`src/rtl/lfm_pkg.sv`:
```
package lfm_pkg;

    typedef enum logic [1:0] {
        LINK_LIVE   = 2'd0,
        LINK_QUIET  = 2'd1,
        LINK_BYPASS = 2'd2
    } link_state_e;

    localparam logic [1:0] CD_VALID   = 2'b01;
    localparam logic [1:0] CD_DET_OFF = 2'b10;

    function automatic logic cd_is_forced(input logic [1:0] cd);
        return (cd != CD_VALID) && (cd != CD_DET_OFF);
    endfunction

endpackage

```
`src/rtl/lfm_stream_sel.sv`:
```
module lfm_stream_sel (
    input  logic clk,
    input  logic rst,
    input  logic line_bit,
    input  logic tx_bit,
    input  logic loop_n,
    output logic samp_q,
    output logic edge_seen
);

    logic prev_q;
    logic chosen;

    always_comb chosen = loop_n ? line_bit : tx_bit;

    always_ff @(posedge clk) begin
        if (rst) begin
            samp_q <= 1'b0;
            prev_q <= 1'b0;
        end else begin
            samp_q <= chosen;
            prev_q <= samp_q;
        end
    end

    always_comb edge_seen = (samp_q != prev_q);

    assert_loop_src_R1: assert property (@(posedge clk) disable iff (rst)
        !loop_n |=> samp_q == $past(tx_bit));

    assert_line_src_R1: assert property (@(posedge clk) disable iff (rst)
        loop_n |=> samp_q == $past(line_bit));

endmodule

```
`src/rtl/lfm_quiet_fsm.sv`:
```
module lfm_quiet_fsm
    import lfm_pkg::*;
#(
    parameter int QUIET_LIMIT   = 512,
    parameter int WINDOW        = 512,
    parameter int RECOVER_EDGES = 4
) (
    input  logic clk,
    input  logic rst,
    input  logic det_off,
    input  logic edge_seen,
    output logic quiet_fault
);

    localparam int QW = $clog2(QUIET_LIMIT + 1);
    localparam int WW = $clog2(WINDOW);
    localparam int EW = $clog2(RECOVER_EDGES + 1);
    localparam logic [QW-1:0] Q_LAST = QW'(QUIET_LIMIT - 1);
    localparam logic [QW-1:0] Q_SAT  = QW'(QUIET_LIMIT);
    localparam logic [WW-1:0] W_LAST = WW'(WINDOW - 1);
    localparam logic [EW-1:0] E_LAST = EW'(RECOVER_EDGES - 1);

    link_state_e     st, st_nx;
    logic [QW-1:0]   qcnt, q_nx;
    logic [WW-1:0]   wcnt, w_nx;
    logic [EW-1:0]   ecnt, e_nx;

    // state register
    always_ff @(posedge clk) begin
        if (rst) begin
            st   <= LINK_QUIET;
            qcnt <= '0;
            wcnt <= '0;
            ecnt <= '0;
        end else begin
            st   <= st_nx;
            qcnt <= q_nx;
            wcnt <= w_nx;
            ecnt <= e_nx;
        end
    end

    // next state and counters
    always_comb begin
        st_nx = st;
        q_nx  = qcnt;
        w_nx  = wcnt;
        e_nx  = ecnt;
        if (det_off) begin
            st_nx = LINK_BYPASS;
            q_nx  = '0;
            w_nx  = '0;
            e_nx  = '0;
        end else begin
            unique case (st)
                LINK_LIVE: begin
                    if (edge_seen) begin
                        q_nx = '0;
                    end else if (qcnt == Q_LAST) begin
                        st_nx = LINK_QUIET;
                        q_nx  = Q_SAT;
                        w_nx  = '0;
                        e_nx  = '0;
                    end else begin
                        q_nx = qcnt + 1'b1;
                    end
                end
                LINK_QUIET: begin
                    if (edge_seen && ecnt == E_LAST) begin
                        st_nx = LINK_LIVE;
                        q_nx  = '0;
                        w_nx  = '0;
                        e_nx  = '0;
                    end else if (wcnt == W_LAST) begin
                        w_nx = '0;
                        e_nx = '0;
                    end else begin
                        w_nx = wcnt + 1'b1;
                        e_nx = ecnt + EW'(edge_seen);
                    end
                end
                LINK_BYPASS: begin
                    st_nx = LINK_LIVE;
                    q_nx  = '0;
                end
                default: st_nx = LINK_QUIET;
            endcase
        end
    end

    // outputs
    always_comb quiet_fault = (st == LINK_QUIET);

    assert_quiet_entry_R2: assert property (@(posedge clk) disable iff (rst)
        (st == LINK_QUIET && $past(st) == LINK_LIVE) |-> $past(qcnt) == Q_LAST);

    assert_live_count_R2: assert property (@(posedge clk) disable iff (rst)
        st == LINK_LIVE |-> qcnt < Q_SAT);

    assert_regain_edge_R3: assert property (@(posedge clk) disable iff (rst)
        (st == LINK_LIVE && $past(st) == LINK_QUIET) |-> $past(edge_seen));

    assert_bypass_R6: assert property (@(posedge clk) disable iff (rst)
        det_off |=> st == LINK_BYPASS);

endmodule

```
`src/rtl/link_fault_monitor.sv`:
```
module link_fault_monitor
    import lfm_pkg::*;
#(
    parameter int QUIET_LIMIT   = 512,
    parameter int WINDOW        = 512,
    parameter int RECOVER_EDGES = 4
) (
    input  logic       clk,
    input  logic       rst,
    input  logic [1:0] cd_state,
    input  logic       line_bit,
    input  logic       tx_bit,
    input  logic       loop_n,
    input  logic       out_of_lock,
    output logic       rec_data,
    output logic       link_ok,
    output logic       track_ref
);

    logic samp_q;
    logic edge_seen;
    logic quiet_fault;
    logic det_off;
    logic forced;
    logic quiet_act;

    always_comb begin
        det_off = (cd_state == CD_DET_OFF);
        forced  = cd_is_forced(cd_state);
    end

    lfm_stream_sel u_sel (
        .clk       (clk),
        .rst       (rst),
        .line_bit  (line_bit),
        .tx_bit    (tx_bit),
        .loop_n    (loop_n),
        .samp_q    (samp_q),
        .edge_seen (edge_seen)
    );

    lfm_quiet_fsm #(
        .QUIET_LIMIT   (QUIET_LIMIT),
        .WINDOW        (WINDOW),
        .RECOVER_EDGES (RECOVER_EDGES)
    ) u_fsm (
        .clk         (clk),
        .rst         (rst),
        .det_off     (det_off),
        .edge_seen   (edge_seen),
        .quiet_fault (quiet_fault)
    );

    always_comb begin
        quiet_act = quiet_fault && !det_off;
        track_ref = forced || quiet_act;
        rec_data  = samp_q && !track_ref;
        if (forced)       link_ok = 1'b0;
        else if (det_off) link_ok = !out_of_lock;
        else              link_ok = !quiet_act && !out_of_lock;
    end

    assert_forced_R4: assert property (@(posedge clk) disable iff (rst)
        forced |-> (!link_ok && track_ref && !rec_data));

    assert_gate_R5: assert property (@(posedge clk) disable iff (rst)
        track_ref |-> !rec_data);

    assert_detoff_R6: assert property (@(posedge clk) disable iff (rst)
        det_off |-> (!track_ref && link_ok == !out_of_lock));

    assert_lock_R7: assert property (@(posedge clk) disable iff (rst)
        out_of_lock |-> !link_ok);

endmodule

```
`config.mk`:
```
export PLATFORM = sky130hd
export DESIGN_NAME = link_fault_monitor
export DESIGN_NICKNAME = d
export VERILOG_FILES = /design/src/rtl/lfm_pkg.sv /design/src/rtl/lfm_stream_sel.sv /design/src/rtl/lfm_quiet_fsm.sv /design/src/rtl/link_fault_monitor.sv
export SDC_FILE = /design/constraint.sdc
export NUM_CORES = 1
export LEC_CHECK = 0
export ABC_AREA = 1
export CAP_MARGIN = 20
export CELL_PAD_IN_SITES_DETAIL_PLACEMENT = 0
export CELL_PAD_IN_SITES_GLOBAL_PLACEMENT = 1
export CORE_MARGIN = 2
export CORE_UTILIZATION = 38
export DETAILED_ROUTE_END_ITERATION = 16
export PLACE_DENSITY_LB_ADDON = 0.1
export SLEW_MARGIN = 10
export SYNTH_ARGS = -nofsm -noshare
export SYNTH_HDL_FRONTEND = slang
export SYNTH_HIERARCHICAL = 1
export SYNTH_SLANG_ARGS = --single-unit
export TNS_END_PERCENT = 1
```
`constraint.sdc`:
```
create_clock -name clk -period 1.55 [get_ports clk]
set_input_delay 0.31 -clock clk [delete_from_list [all_inputs] [get_ports clk]]
set_output_delay 0.31 -clock clk [all_outputs]
set_load 0.005 [all_outputs]
```
Yosys cells after proc, flatten, opt, wreduce, memory -nomap -nowiden
Index checks and enable logic that the tools add are counted.

Bitwise operators: 0. Divide/modulo/power cells: 0. Shifts and indexed selects: 0. Mux-type cells: 22. Reductions and logical operators: 17. Order comparisons: 0. Add/sub/neg operators: 3. $mul: 0. Eq/ne operators: 15.

Operators with widths (number): 9-bit 2-to-1 mux (4); 10-bit 2-to-1 mux (3); 10-bit one-hot mux with 3 select lines (1); 9-bit one-hot mux with 2 select lines (1); 3-bit 2-to-1 mux (4); 10-bit by 1-bit adder with 10-bit output (second input constant) (1); 10-bit by 9-bit equality test with 1-bit output (second input constant) (1); 9-bit by 1-bit adder with 9-bit output (second input constant) (1); 9-bit equality test (second input constant) (1); 2-bit 2-to-1 mux (4); 2-bit by 1-bit != test with 1-bit output (second input constant) (3); 2-bit one-hot mux with 3 select lines (1); 3-bit one-hot mux with 2 select lines (1); 3-bit AND reduction (2); 1-bit logical AND (5); 2-bit equality test (second input constant) (2); 1-bit logical NOT (4); 2-bit != test (second input constant) (2); 3-bit by 1-bit adder with 3-bit output (1); 3-bit by 2-bit equality test with 1-bit output (second input constant) (1); 1-bit 2-to-1 mux (3); 3-bit by 1-bit != test with 1-bit output (second input constant) (1); 3-bit by 2-bit != test with 1-bit output (second input constant) (1); 3-bit != test (second input constant) (1); other kinds (8) (8).

Memory bits (read-only): 0. Output and inout port bits: 3. Logic and storage cells: 63. Register bits: 26. Bits in writable memories: 0. Bits in latches: 0. Memories: 0. Input port bits: 8.

Depth between registers and ports, before layout
Gate-level depths: netlist (run 1).

Depth in word-level cells: 7. Gate-level depth with buffers: 10. Depth with buffers taken out: 9.

Cells and area by module
Netlist (run 1), hierarchy kept.

By module, submodules not included: lfm_quiet_fsm (times used 1, cells an instance 214, seq. area each 480.5 µm², area an instance 1466.4 µm²); lfm_stream_sel (times used 1, cells an instance 11, seq. area each 40.0 µm², area an instance 78.8 µm²); link_fault_monitor (times used 1, cells an instance 9, seq. area each 0.0 µm², area an instance 47.5 µm²).

Worst setup path after synthesis (run 1)
Ideal clock, no wire load.

Path type: reg2reg. From: register u_fsm.wcnt[0]. To: register u_fsm.ecnt[0]. Arrival time: 1.494 ns. Library setup time: 0.117 ns. Period minus slack after synthesis: 1.611 ns. Stages on the path, launching flop included: 10. Data required time: 1.433 ns. Path slack: -0.061 ns. Cells stage by stage: dfxtp_1 ha_1 nand4_1 nor4_1 ha_1 inv_1 nand2_1 nand3_1 nand2_1 nor2_1.

Cells in the longest elaborated chain, start to end: 4.

Ends and longest elaborated chain: start, declared (line lfm_quiet_fsm.sv:25) `logic [WW-1:0] wcnt, w_nx;`; start signal, assigned (line lfm_quiet_fsm.sv:38) `wcnt <= w_nx;`; 9-bit equality test (line lfm_quiet_fsm.sv:74) `end else if (wcnt == W_LAST) begin`; 3-bit 2-to-1 mux (line lfm_quiet_fsm.sv:74); 3-bit 2-to-1 mux (line lfm_quiet_fsm.sv:69) `if (edge_seen && ecnt == E_LAST) begin`; 3-bit one-hot mux with 2 select lines (line lfm_quiet_fsm.sv:55) `unique case (st)`; end signal, assigned (line lfm_quiet_fsm.sv:39) `ecnt <= e_nx;`; end, declared (line lfm_quiet_fsm.sv:26) `logic [EW-1:0] ecnt, e_nx;`.

No other way between the ends. A chain may end at the register's enable or synchronous reset.

Worst setup path in the final report (run 1)
From: register u_fsm.wcnt[1]. To: register u_fsm.wcnt[4].

Cells in the longest elaborated chain, start to end: 4.

Ends and longest elaborated chain (line): 9-bit by 1-bit adder with 9-bit output or 9-bit equality test (tied branches) (lfm_quiet_fsm.sv:78, lfm_quiet_fsm.sv:74); 9-bit 2-to-1 mux (*) (lfm_quiet_fsm.sv:74); 9-bit 2-to-1 mux (*) (lfm_quiet_fsm.sv:69); 9-bit one-hot mux with 2 select lines (*) (lfm_quiet_fsm.sv:55).

Every way passes the cells marked *; elsewhere a longest branch is shown, timed or not.

==> results of run 1 <==
[report_power, final]
group / leakage [nW] / total [W] / switching (W) / internal, W
combinational: 0.692 / 0.000538 / 0.000289 / 0.000248
clock: 0.0288 / 0.000443 / 0.000216 / 0.000227
sequential: 0.212 / 0.000735 / 0.0000288 / 0.000706
total: 0.933 / 0.00172 / 0.000534 / 0.00118
[kinds of logic after synthesis]
logic type	count (synthesis)	synth area share, %
compound gates	18	6.13
xor+xnor	4	2.20
fa+ha+maj	9	7.07
buf+inv	41	10.8
flops	26	32.7
simple gates	136	41.1
[cell usage after synthesis, drive strengths merged]
cell type and number:
nand2 58, inv 38, nor2 36, dfxtp 26, nand3 24, a21oi 10, ha 9, nor3 6
o21ai 6, nand4 5, buf 3, nand3b 3, or2 3, xor2 3, a21boi 1, nor4 1
o22ai 1, xnor2 1
[routing by layer]
metal	GRT usage, %	vias to the layer above
li1	-	828
met1	21.7	629
met2	28.5	12
met3	2.44	4
met4	4.41	0
met5	0	-
[final cells by class]
type                    count  area [sq um]  area share, %
multi-input cells         167           978           46.2
repair buffers             45           350           16.6
well taps                  50          62.6           2.96
flip-flops and latches     26           527           24.9
inverters                  38           143           6.74
clock buffers               4          55.1           2.60
[through the flow]
stage          instance area (sq um)  setup TNS, ns  std cells  utilization [%]  setup WS (ns)
3_5_place_dp                    2010          -5.11        326             49.9         -0.554
4_1_cts                         2080         -0.133        330             51.6        -0.0405
5_1_grt                         2120          -1.30        330             52.5         -0.131
3_3_place_gp                    2010          -4.79        326             49.9         -0.536
2_1_floorplan                   1620              0        234                -         0.0156
6_report                        2120              0        330             52.5        0.00726
[critical path, delay by kind of cell (launching register included)]
kind	cells	cell delay (ns)
AND/OR/NAND/NOR	5	0.51
adder cells (fa/ha/maj)	2	0.33
AO/OA/AOI/OAI	1	0.05
buffers and inverters	2	0.18
flip-flops	1	0.36
[worst max-delay path by stage]
stage / from / end / cells after the start / slack [ns]
after floorplan: u_fsm/wcnt[1]$_SDFFE_PP0P_ / u_fsm/wcnt[1]$_SDFFE_PP0P_ / 9 / 0.02
final: u_fsm/wcnt[1]$_SDFFE_PP0P_ / u_fsm/wcnt[4]$_SDFFE_PP0P_ / 10 / 0.007
after CTS: u_fsm/wcnt[1]$_SDFFE_PP0P_ / u_fsm/wcnt[2]$_SDFFE_PP0P_ / 10 / -0.04
after global placement: cd_state[0] / link_ok / 7 / -0.54
after detailed placement: cd_state[0] / rec_data / 7 / -0.55
after global routing: u_fsm/wcnt[1]$_SDFFE_PP0P_ / u_fsm/wcnt[2]$_SDFFE_PP0P_ / 10 / -0.13
[timing repair]
| action | CTS | global route |
|---|---|---|
| setup endpoints to repair | 21 | 26 |
| pin swaps | 4 | 0 |
| gates resized for setup | 17 | 13 |
[sequential cells by signal, indices dropped and copies added, names as in the netlist]
signal	count
u_fsm/qcnt	10
u_sel/samp_q	1
u_sel/prev_q	1
u_fsm/st	2
u_fsm/ecnt	3
u_fsm/wcnt	9
[cells in the final DEF (no fill, tap or decap), types with 5 or more instances in the layout]
cell | Yosys | final
sky130_fd_sc_hd__dfxtp_2 | 0 | 5
sky130_fd_sc_hd__nand3_1 | 21 | 20
sky130_fd_sc_hd__a21oi_1 | 10 | 10
sky130_fd_sc_hd__buf_4 | 1 | 35
sky130_fd_sc_hd__ha_1 | 9 | 6
sky130_fd_sc_hd__nor3_1 | 6 | 5
sky130_fd_sc_hd__dfxtp_1 | 26 | 21
sky130_fd_sc_hd__clkdlybuf4s50_1 | 0 | 5
sky130_fd_sc_hd__nand2_2 | 8 | 9
sky130_fd_sc_hd__nand2_1 | 49 | 46
sky130_fd_sc_hd__inv_1 | 36 | 34
sky130_fd_sc_hd__nor2_1 | 32 | 31
==> impl_results.md, run 1 <==
- Number of filler instances in the final layout: approximately 420
- Reg-to-reg critical path startpoint: u_fsm/wcnt[1]$_SDFFE_PP0P_
- Syn Std Cell Area: around 1600 sq um
- Number of buffers inserted during clock tree synthesis: 3
- Worst R2R Setup Slack: slightly above 0.007 ns
- Overall global routing resource usage: between 10% and 20%
- Depth of the worst register-to-register path: 10
- Initial drt markers: 53
- H-tree levels: 1
- Setup repair after global routing missed its margin: true
- Avg Synthesized Cell Area: between 6 and 7 sq um
- Mapped Nets: approximately 250
- Maximum number of pins on one net before global-route repair: 15
- Die height: a little under 70 um
- Hold_sp: u_fsm/wcnt[8]$_SDFFE_PP0P_
- Syn-to-layout area delta: 32.8%
- CP Cell Sequence: ha_4, nand4_1, nor4_2, ha_1, inv_2, buf_4, nand3_1, nor3_1, nand2_1, a21oi_1
- Design Power: 0.00172 W
- Hold Slack: 0.494 ns
- Flip-flop and latch count after synthesis: 26
- Number of diodes: 0
- Delay contributed by the slowest stage of the critical path: between 0.3 and 0.4 ns
- Highest clock frequency the design can meet: 648 MHz
- Critical path endpoint category: flip-flop
- Met2 WL: ~1500 um
- Pwr Density: slightly above 800 nW/um^2
- Detail-routed net length per standard cell: between 9 and 10 um
- Run status: finished, final reports clean
- Half-perimeter wire length of the detailed placement result: approximately 2700 um
- Maximum ir drop on the vdd rail: around 0.35 mV
- Synth Instances: around 230
- Overall via count from detail_route: between 1k and 1.5k
- Type of the most critical hold path: flip-flop to flip-flop
- Most area-hungry cell type in the Yosys netlist: sky130_fd_sc_hd__dfxtp_1
- Met3 Wirelength: ~64 um
- Share of the yosys chip area belonging to registers: 32.7%
- Worst Path Class, Setup: flip-flop to flip-flop
- Net count of the finished layout: between 200 and 300
- Worst endpoint required time: ~1.7 ns
- Data arrival time of the critical path: around 1.7 ns
- Starting density of the core: between 30% and 40%
- Wire length of the first global-routing pass: 5960 um
- Root cell of the clock tree: sky130_fd_sc_hd__clkbuf_8
- Slew headroom: 80.7%
- Reg clk slew, reported paths: about 0.090 ns
- Number of max-slew violations in the final report: 0
- Crit-path max FO: 3
- Cell depth of the worst hold path: 2
- Final period util: 99.5%
- Worst slew pin tran: approximately 0.29 ns
- CP startpoint kind: flip-flop
- Final GP Congestion: ~0.76
- Quantity of hold-fixing buffers added after cts: 0
- Max-cap viol count: 0
- Top cells by area, synth: sky130_fd_sc_hd__dfxtp_1, sky130_fd_sc_hd__nand2_1, sky130_fd_sc_hd__inv_1
- Via count normalized by instance count: around 4.5
- Leakage power figure: around 0.93 nW
- Share of layout cells above drive strength 1: between 20% and 30%
- Detailed Route WL: 3260 um
- Drt drc: 0
- Number of distinct library cells after synthesis: 28
- Cell at the slowest stage of the critical path: sky130_fd_sc_hd__dfxtp_2
- Clock tree from TritonCTS: yes
- Number of buffers inserted by post-CTS setup repair: 0
- Die Span X: ~69 um
- Final Hold Vio Count: 0
- Count of synthesis-stage warnings from yosys: 6
- Worst hold endpoint: u_fsm/wcnt[8]$_SDFFE_PP0P_
- RR Endpoint: u_fsm/wcnt[4]$_SDFFE_PP0P_
- Placeable core area: about 4000 sq um
- Fraction of post-synthesis cell area in the top cell type by area: 32.7%
- Highest Signal Layer: met4
- 1st-pass router iterations: 4
- Final worst path period need: roughly 1.5 ns
- Final antenna-violating net count: 0
- Final number of setup-violating endpoints: 0
- Maximum number of buffers from clock root to sink: 2
- Die outline area: 4730 sq um
- Port Buffer Count: 10
- Skew final: approximately 0.0032 ns
- Via count of the first global-routing pass: 1447
- Antenna violations before repair: 0
- I/O pin count: 11
- Total routed wire length on the met1 layer: roughly 1700 um
- Skew-Pair Late Insertion Delay: 0.27 ns
- Floorplan row count: 23
- Global-route congestion overflow total: 0
- Number of clock sinks seen by CTS: 26
(Power assumes the default switching activity.)
==> run 2, diff against run 1 <==
CORE_UTILIZATION = 42   (was 38)
clock period = 1.65 ns   (was 1.55 ns; I/O delays follow)
==> impl_results.md, run 2 (synthesized netlist as in run 1, its figures left out) <==
- Slew headroom: 80.7% (about the same)
- Switching power summed over all nets: 0.000501 W (was 0.000534 W)
- Clock tree from TritonCTS: yes (unchanged)
- Run status: finished, final reports clean (unchanged)
- Final GP Congestion: 0.731 (was 0.764)
- Skew final: 0.00599 ns (was 0.00324 ns)
- Crit-path max FO: 4 (was 3)
- Biggest regs: u_fsm/qcnt (10), u_fsm/wcnt (9), u_fsm/ecnt (3) (unchanged)
- Flip-flop count of the largest register after layout: 10 (unchanged)
- CP startpoint kind: flip-flop (unchanged)
- Number of buffers inserted during clock tree synthesis: 3 (unchanged)
- Wire length of the first global-routing pass: 5510 um (was 5960 um)
- Initial drt markers: 38 (was 53)
- Total instance count after detailed placement: 317 (was 326)
- Global-route congestion overflow total: 0 (unchanged)
- Via count normalized by instance count: 4.52 (was 4.46)
- Switching power share of the total: 31.2% (was 31.1%)
- Maximum ir drop on the vdd rail: 0.361 mV (was 0.346 mV)
- Setup repair after global routing missed its margin: true (unchanged)
- CP Cell Sequence: ha_4, nand4_1, nor4_2, ha_2, inv_2, buf_6, nand3_2, nor3_1, nand2_1, a21oi_2 (was ha_4, nand4_1, nor4_2, ha_1, inv_2, buf_4, nand3_1, nor3_1, nand2_1, a21oi_1)
- End-of-flow core utilization: 56.8% (was 52.5%)
- H-tree levels: 1 (unchanged)
- Leakage power figure: 0.909 nW (was 0.933 nW)
- Leading cell types in the layout, fill and taps excluded: sky130_fd_sc_hd__nand2_1, sky130_fd_sc_hd__inv_1, sky130_fd_sc_hd__nor2_1 (was sky130_fd_sc_hd__nand2_1, sky130_fd_sc_hd__buf_4, sky130_fd_sc_hd__inv_1)
- Most common cell after layout, fill and taps aside: sky130_fd_sc_hd__nand2_1 (unchanged)
- Overall via count from detail_route: 1452 (was 1473)
- Die outline area: 4300 sq um (was 4730 sq um)
- Total routed wire length on the met1 layer: 1580 um (was 1670 um)
- Maximum number of pins on one net before global-route repair: 15 (unchanged)
- Port Buffer Count: 10 (unchanged)
- Detailed Route WL: 3190 um (was 3260 um)
- Final antenna-violating net count: 0 (unchanged)
- Highest clock frequency the design can meet: 614 MHz (was 648 MHz)
- Critical path endpoint category: flip-flop (unchanged)
- Proportion of power drawn by the clock network: 25.7% (was 25.8%)
- Final Hold Vio Count: 0 (unchanged)
- Post-DP Area: 1930 sq um (was 2010 sq um)
- Total internal power: 0.00110 W (was 0.00118 W)
- Register bank with the most flops: u_fsm/qcnt (unchanged)
- Share of layout cells above drive strength 1: 28.2% (was 29.3%)
- Antenna violations before repair: 0 (unchanged)
- Number of max-slew violations in the final report: 0 (unchanged)
- Highest Signal Layer: met4 (unchanged)
- Maximum number of buffers from clock root to sink: 2 (unchanged)
- Data arrival time of the critical path: 1.79 ns (was 1.70 ns)
- Detail-routed net length per standard cell: 9.94 um (was 9.87 um)
- Worst endpoint required time: 1.81 ns (was 1.71 ns)
- Sequential Power Share: 42.9% (was 42.8%)
- Cell at the slowest stage of the critical path: sky130_fd_sc_hd__dfxtp_2 (unchanged)
- 1st-pass router iterations: 4 (unchanged)
- Die height: 65.6 um (was 68.7 um)
- Pwr Density: 771 nW/um^2 (was 811 nW/um^2)
- Number of diodes: 0 (unchanged)
- Power share of the combinational group: 31.4% (was 31.3%)
- Number of filler instances in the final layout: 362 (was 418)
- Via count of the first global-routing pass: 1327 (was 1447)
- Type of the most critical hold path: flip-flop to flip-flop (unchanged)
- Number of clock sinks seen by CTS: 26 (unchanged)
- Met2 WL: 1530 um (was 1490 um)
- Final worst path period need: 1.63 ns (was 1.54 ns)
- Number of buffers inserted by post-CTS setup repair: 0 (unchanged)
- Design Power: 0.00160 W (was 0.00172 W)
- Skew-Pair Late Insertion Delay: 0.27 ns (about the same)
- Syn-to-layout area delta: 30.6% (was 32.8%)
- I/O pin count: 11 (unchanged)
- Drt drc: 0 (unchanged)
- Net count of the finished layout: 291 (was 298)
- Half-perimeter wire length of the detailed placement result: 2470 um (was 2650 um)
- Worst Path Class, Setup: flip-flop to flip-flop (unchanged)
- Starting density of the core: 43.5% (was 39.5%)
- Die Span X: 65.6 um (was 68.7 um)
- Non-Filler Cell Area, Final: 2080 sq um (was 2120 sq um)
- Post-Layout Cell Count: 321 (was 330)
- Max-cap viol count: 0 (unchanged)
- Final period util: 98.6% (was 99.5%)
- Reg clk slew, reported paths: 0.09 ns (about the same)
- Met3 Wirelength: 54 um (was 64 um)
- Floorplan row count: 22 (was 23)
- Root cell of the clock tree: sky130_fd_sc_hd__clkbuf_8 (unchanged)
- Delay contributed by the slowest stage of the critical path: 0.37 ns (was 0.36 ns)
- Overall global routing resource usage: 16.2% (was 16.6%)
- Final number of setup-violating endpoints: 0 (unchanged)
- Placeable core area: 3660 sq um (was 4030 sq um)
- Worst slew pin tran: 0.290 ns (was 0.289 ns)
## run 2: path summary, 6_finish.rpt
| kind | slack (ns) | cells after the start | endpoint | start |
|---|---|---|---|---|
| worst max-delay path | 0.02 | 10 | u_fsm/wcnt[4]$_SDFFE_PP0P_ | u_fsm/wcnt[1]$_SDFFE_PP0P_ |
| worst min-delay path | 0.49 | 2 | u_fsm/qcnt[1]$_SDFFE_PP0P_ | u_fsm/qcnt[1]$_SDFFE_PP0P_ |
| worst max register to register | 0.02 | 10 | u_fsm/wcnt[4]$_SDFFE_PP0P_ | u_fsm/wcnt[1]$_SDFFE_PP0P_ |
| worst min register to register | 0.49 | 2 | u_fsm/qcnt[1]$_SDFFE_PP0P_ | u_fsm/qcnt[1]$_SDFFE_PP0P_ |
## run 2: power by group through the flow
stage | combinational (W) | clock, W | sequential (W)
5_1_grt | 0.000577 | 0.000460 | 0.000692
2_1_floorplan | 0.000299 | 0 | 0.000697
3_5_place_dp | 0.000475 | 0 | 0.000695
6_report | 0.000504 | 0.000413 | 0.000687
4_1_cts | 0.000472 | 0.000442 | 0.000680
3_3_place_gp | 0.000477 | 0 | 0.000694
## run 2: stage by stage
stage                TNS, ns  worst slack [ns]  hold slack (ns)
finish                     0            0.0224            0.488
CTS                 -0.00223          -0.00223            0.497
global placement       -2.99            -0.477            0.478
floorplan                  0            0.0389            0.399
global route          -0.834           -0.0985            0.519
detailed placement     -3.11            -0.493            0.483
## run 2: timing repair
| item | 4_1_cts | 5_1_grt |
|---|---|---|
| setup endpoints to repair | 14 | 23 |
| gates resized for setup | 16 | 25 |
| pin swaps | 4 | 10 |
| hold buffers | 0 | 0 |
## run 2: layer usage
layer / global-route usage, % / vias to the layer above
met5: 0 / -
met4: 4.69 / 0
met3: 2.57 / 2
met2: 26.9 / 8
met1: 21.7 / 622
li1: - / 820
## run 2: worst max-delay path, delay by kind of cell (launching register included)
| family | cells | cell delay, ns |
|---|---|---|
| AO/OA/AOI/OAI | 1 | 0.05 |
| adder cells (fa/ha/maj) | 2 | 0.36 |
| buffers and inverters | 2 | 0.17 |
| flip-flops | 1 | 0.37 |
| AND/OR/NAND/NOR | 5 | 0.56 |
## run 2: area by class of cell
type,count,area (sq um),area share (%)
Inverter,38,145,6.98
Timing Repair Buffer,38,300,14.4
Tap cell,48,60.1,2.89
Sequential cell,26,524,25.2
Clock buffer,4,55.1,2.65
Multi-Input combinational cell,167,996,47.9
==> run 3, diff against run 2 <==
MAX_ROUTING_LAYER = met4   (was unset)
==> impl_results.md, run 3 (synthesized netlist as in run 1, its figures left out) <==
- Register bank with the most flops: u_fsm/qcnt (unchanged)
- Data arrival time of the critical path: 1.78 ns (was 1.79 ns)
- Detail-routed net length per standard cell: 9.96 um (was 9.94 um)
- Switching power share of the total: 31.2% (about the same)
- Global-route congestion overflow total: 0 (unchanged)
- Wire length of the first global-routing pass: 5500 um (was 5510 um)
- Highest clock frequency the design can meet: 616 MHz (was 614 MHz)
- Setup repair after global routing missed its margin: true (unchanged)
- CP startpoint kind: flip-flop (unchanged)
- Detailed Route WL: 3200 um (was 3190 um)
- Clock tree from TritonCTS: yes (unchanged)
- Placeable core area: 3660 sq um (unchanged)
- Quantity of hold-fixing buffers added after cts: 0 (unchanged)
- Number of diodes: 0 (unchanged)
- Total internal power: 0.00110 W (about the same)
- Via count normalized by instance count: 4.51 (was 4.52)
- Post-DP Area: 1930 sq um (unchanged)
- Run status: finished, final reports clean (unchanged)
- Initial drt markers: 41 (was 38)
- Number of filler instances in the final layout: 362 (unchanged)
- Pre-CTS worst setup slack: -0.493 ns (unchanged)
- Cell at the slowest stage of the critical path: sky130_fd_sc_hd__dfxtp_2 (unchanged)
- Proportion of power drawn by the clock network: 25.7% (about the same)
- Antenna violations before repair: 0 (unchanged)
- Worst setup path endpoint: u_fsm/wcnt[4]$_SDFFE_PP0P_ (unchanged)
- Met3 Use GR: 2.57% (unchanged)
- Starting density of the core: 43.5% (unchanged)
- Maximum number of pins on one net before global-route repair: 15 (unchanged)
- Share of layout cells above drive strength 1: 28.2% (unchanged)
- Number of buffers inserted during clock tree synthesis: 3 (unchanged)
- Maximum ir drop on the vdd rail: 0.361 mV (about the same)
- Drt drc: 0 (unchanged)
- Non-Filler Cell Area, Final: 2080 sq um (unchanged)
- Min setup slack post-route: 0.0257 ns (was 0.0224 ns)
- Crit-path max FO: 4 (unchanged)
- RR Endpoint: u_fsm/wcnt[4]$_SDFFE_PP0P_ (unchanged)
- Root cell of the clock tree: sky130_fd_sc_hd__clkbuf_8 (unchanged)
- Flip-flop count of the largest register after layout: 10 (unchanged)
- Reg-to-reg critical path startpoint: u_fsm/wcnt[1]$_SDFFE_PP0P_ (unchanged)
- Leading cell types in the layout, fill and taps excluded: sky130_fd_sc_hd__nand2_1, sky130_fd_sc_hd__inv_1, sky130_fd_sc_hd__nor2_1 (unchanged)
- Reg clk slew, reported paths: 0.09 ns (about the same)
- Gr busiest metal: met2 (unchanged)
- Type of the most critical hold path: flip-flop to flip-flop (unchanged)
- Post-route setup TNS: 0 ns (unchanged)
- GR Util met2: 26.9% (unchanged)
- Worst Path Class, Setup: flip-flop to flip-flop (unchanged)
- Maximum number of buffers from clock root to sink: 2 (unchanged)
- Port Buffer Count: 10 (unchanged)
- Final GP Congestion: 0.739 (was 0.731)
- Overall global routing resource usage: 16.7% (was 16.2%)
- Switching power summed over all nets: 0.000501 W (about the same)
- Total instance count after detailed placement: 317 (unchanged)
- Skew-Pair Late Insertion Delay: 0.27 ns (about the same)
- Max-cap viol count: 0 (unchanged)
- Overall via count from detail_route: 1448 (was 1452)
- I/O pin count: 11 (unchanged)
- End-of-flow core utilization: 56.8% (unchanged)
- Skew final: 0.00577 ns (was 0.00599 ns)
- Power share of the combinational group: 31.4% (about the same)
- Syn-to-layout area delta: 30.6% (unchanged)
- Sequential Power Share: 42.8% (was 42.9%)
- Net count of the finished layout: 291 (unchanged)
- Most common cell after layout, fill and taps aside: sky130_fd_sc_hd__nand2_1 (unchanged)
- Final worst path period need: 1.62 ns (was 1.63 ns)
- Final antenna-violating net count: 0 (unchanged)
- 1st-pass router iterations: 4 (unchanged)
- Biggest regs: u_fsm/qcnt (10), u_fsm/wcnt (9), u_fsm/ecnt (3) (unchanged)
- Worst endpoint required time: 1.81 ns (about the same)
- Final Hold Vio Count: 0 (unchanged)
- Slew headroom: 80.7% (about the same)
- Die height: 65.6 um (unchanged)
- Via count of the first global-routing pass: 1327 (unchanged)
- Number of max-slew violations in the final report: 0 (unchanged)
- Number of clock sinks seen by CTS: 26 (unchanged)
- Depth of the worst register-to-register path: 10 (unchanged)
- Die Span X: 65.6 um (unchanged)
- Post-Layout Cell Count: 321 (unchanged)
- Critical path endpoint category: flip-flop (unchanged)
- Delay contributed by the slowest stage of the critical path: 0.37 ns (about the same)
- Half-perimeter wire length of the detailed placement result: 2470 um (unchanged)
- Launch point of the critical path: u_fsm/wcnt[1]$_SDFFE_PP0P_ (unchanged)
- Number of buffers inserted by post-CTS setup repair: 0 (unchanged)
- Pwr Density: 771 nW/um^2 (about the same)
- Final period util: 98.4% (was 98.6%)
- Floorplan row count: 22 (unchanged)
- Leakage power figure: 0.909 nW (unchanged)
- Met1 Usage GRT: 21.7% (unchanged)
- H-tree levels: 1 (unchanged)
- Final number of setup-violating endpoints: 0 (unchanged)
- CP Cell Sequence: ha_4, nand4_1, nor4_2, ha_2, inv_2, buf_6, nand3_2, nor3_1, nand2_1, a21oi_2 (unchanged)
- Worst slew pin tran: 0.289 ns (was 0.290 ns)
- Die outline area: 4300 sq um (unchanged)
- Worst R2R Setup Slack: 0.03 ns (was 0.02 ns)
-- run 3: through the flow --
step	hold WS [ns]	power, W
2_1_floorplan	0.399	0.000996
3_3_place_gp	0.478	0.00117
3_5_place_dp	0.483	0.00117
4_1_cts	0.497	0.00159
5_1_grt	0.519	0.00173
6_report	0.488	0.00160
-- run 3: worst min-delay path by stage --
stage	startpoint	end	depth (start not counted)
finish	u_fsm/qcnt[1]$_SDFFE_PP0P_	u_fsm/qcnt[1]$_SDFFE_PP0P_	2
global route	u_fsm/ecnt[2]$_SDFFE_PP0P_	u_fsm/ecnt[2]$_SDFFE_PP0P_	2
CTS	u_fsm/qcnt[1]$_SDFFE_PP0P_	u_fsm/qcnt[1]$_SDFFE_PP0P_	2
detailed placement	u_fsm/qcnt[1]$_SDFFE_PP0P_	u_fsm/qcnt[1]$_SDFFE_PP0P_	2
global placement	u_fsm/qcnt[1]$_SDFFE_PP0P_	u_fsm/qcnt[1]$_SDFFE_PP0P_	2
floorplan	rst	u_fsm/st[1]$_SDFFE_PP0P_	1
-- run 3: timing repair --
action / in CTS / in global routing
cloned: 0 / 0
resized for setup: 16 / 25
setup endpoints to repair: 14 / 23
endpoints found under the hold margin: 0 / 0
pin swaps: 4 / 10
-- run 3: worst max-delay path: cells and delay by family (launching register included) --
family	cells	cell delay [ns]
and+or+nand+nor	5	0.57
adders and majority gates	2	0.36
AOI/OAI and AO/OA	1	0.05
DFF	1	0.37
buffers and inverters	2	0.17
-- run 3: area by class of cell --
class / count / area (sq um) / area share, %
Tap cell: 48 / 60.1 / 2.89
Clock buffer: 4 / 55.1 / 2.65
Multi-Input combinational cell: 167 / 996 / 47.9
Sequential cell: 26 / 524 / 25.2
Timing Repair Buffer: 38 / 300 / 14.4
Inverter: 38 / 145 / 6.98
-- run 3: routing by layer --
metal	part of all wire [%]	wire (um)	vias up
met5	0	0	-
met4	0.66	21	0
met3	1.8	59	2
met2	48	1530	10
met1	50	1580	616
li1	-	-	820
-- run 3: power by group through the flow --
| stage | combinational (W) | clock, W | sequential, W |
|---|---|---|---|
| after global placement | 0.000477 | 0 | 0.000694 |
| after detailed placement | 0.000475 | 0 | 0.000695 |
| final | 0.000504 | 0.000413 | 0.000687 |
| after global routing | 0.000577 | 0.000460 | 0.000692 |
| after CTS | 0.000472 | 0.000442 | 0.000680 |
| after floorplan | 0.000299 | 0 | 0.000697 |
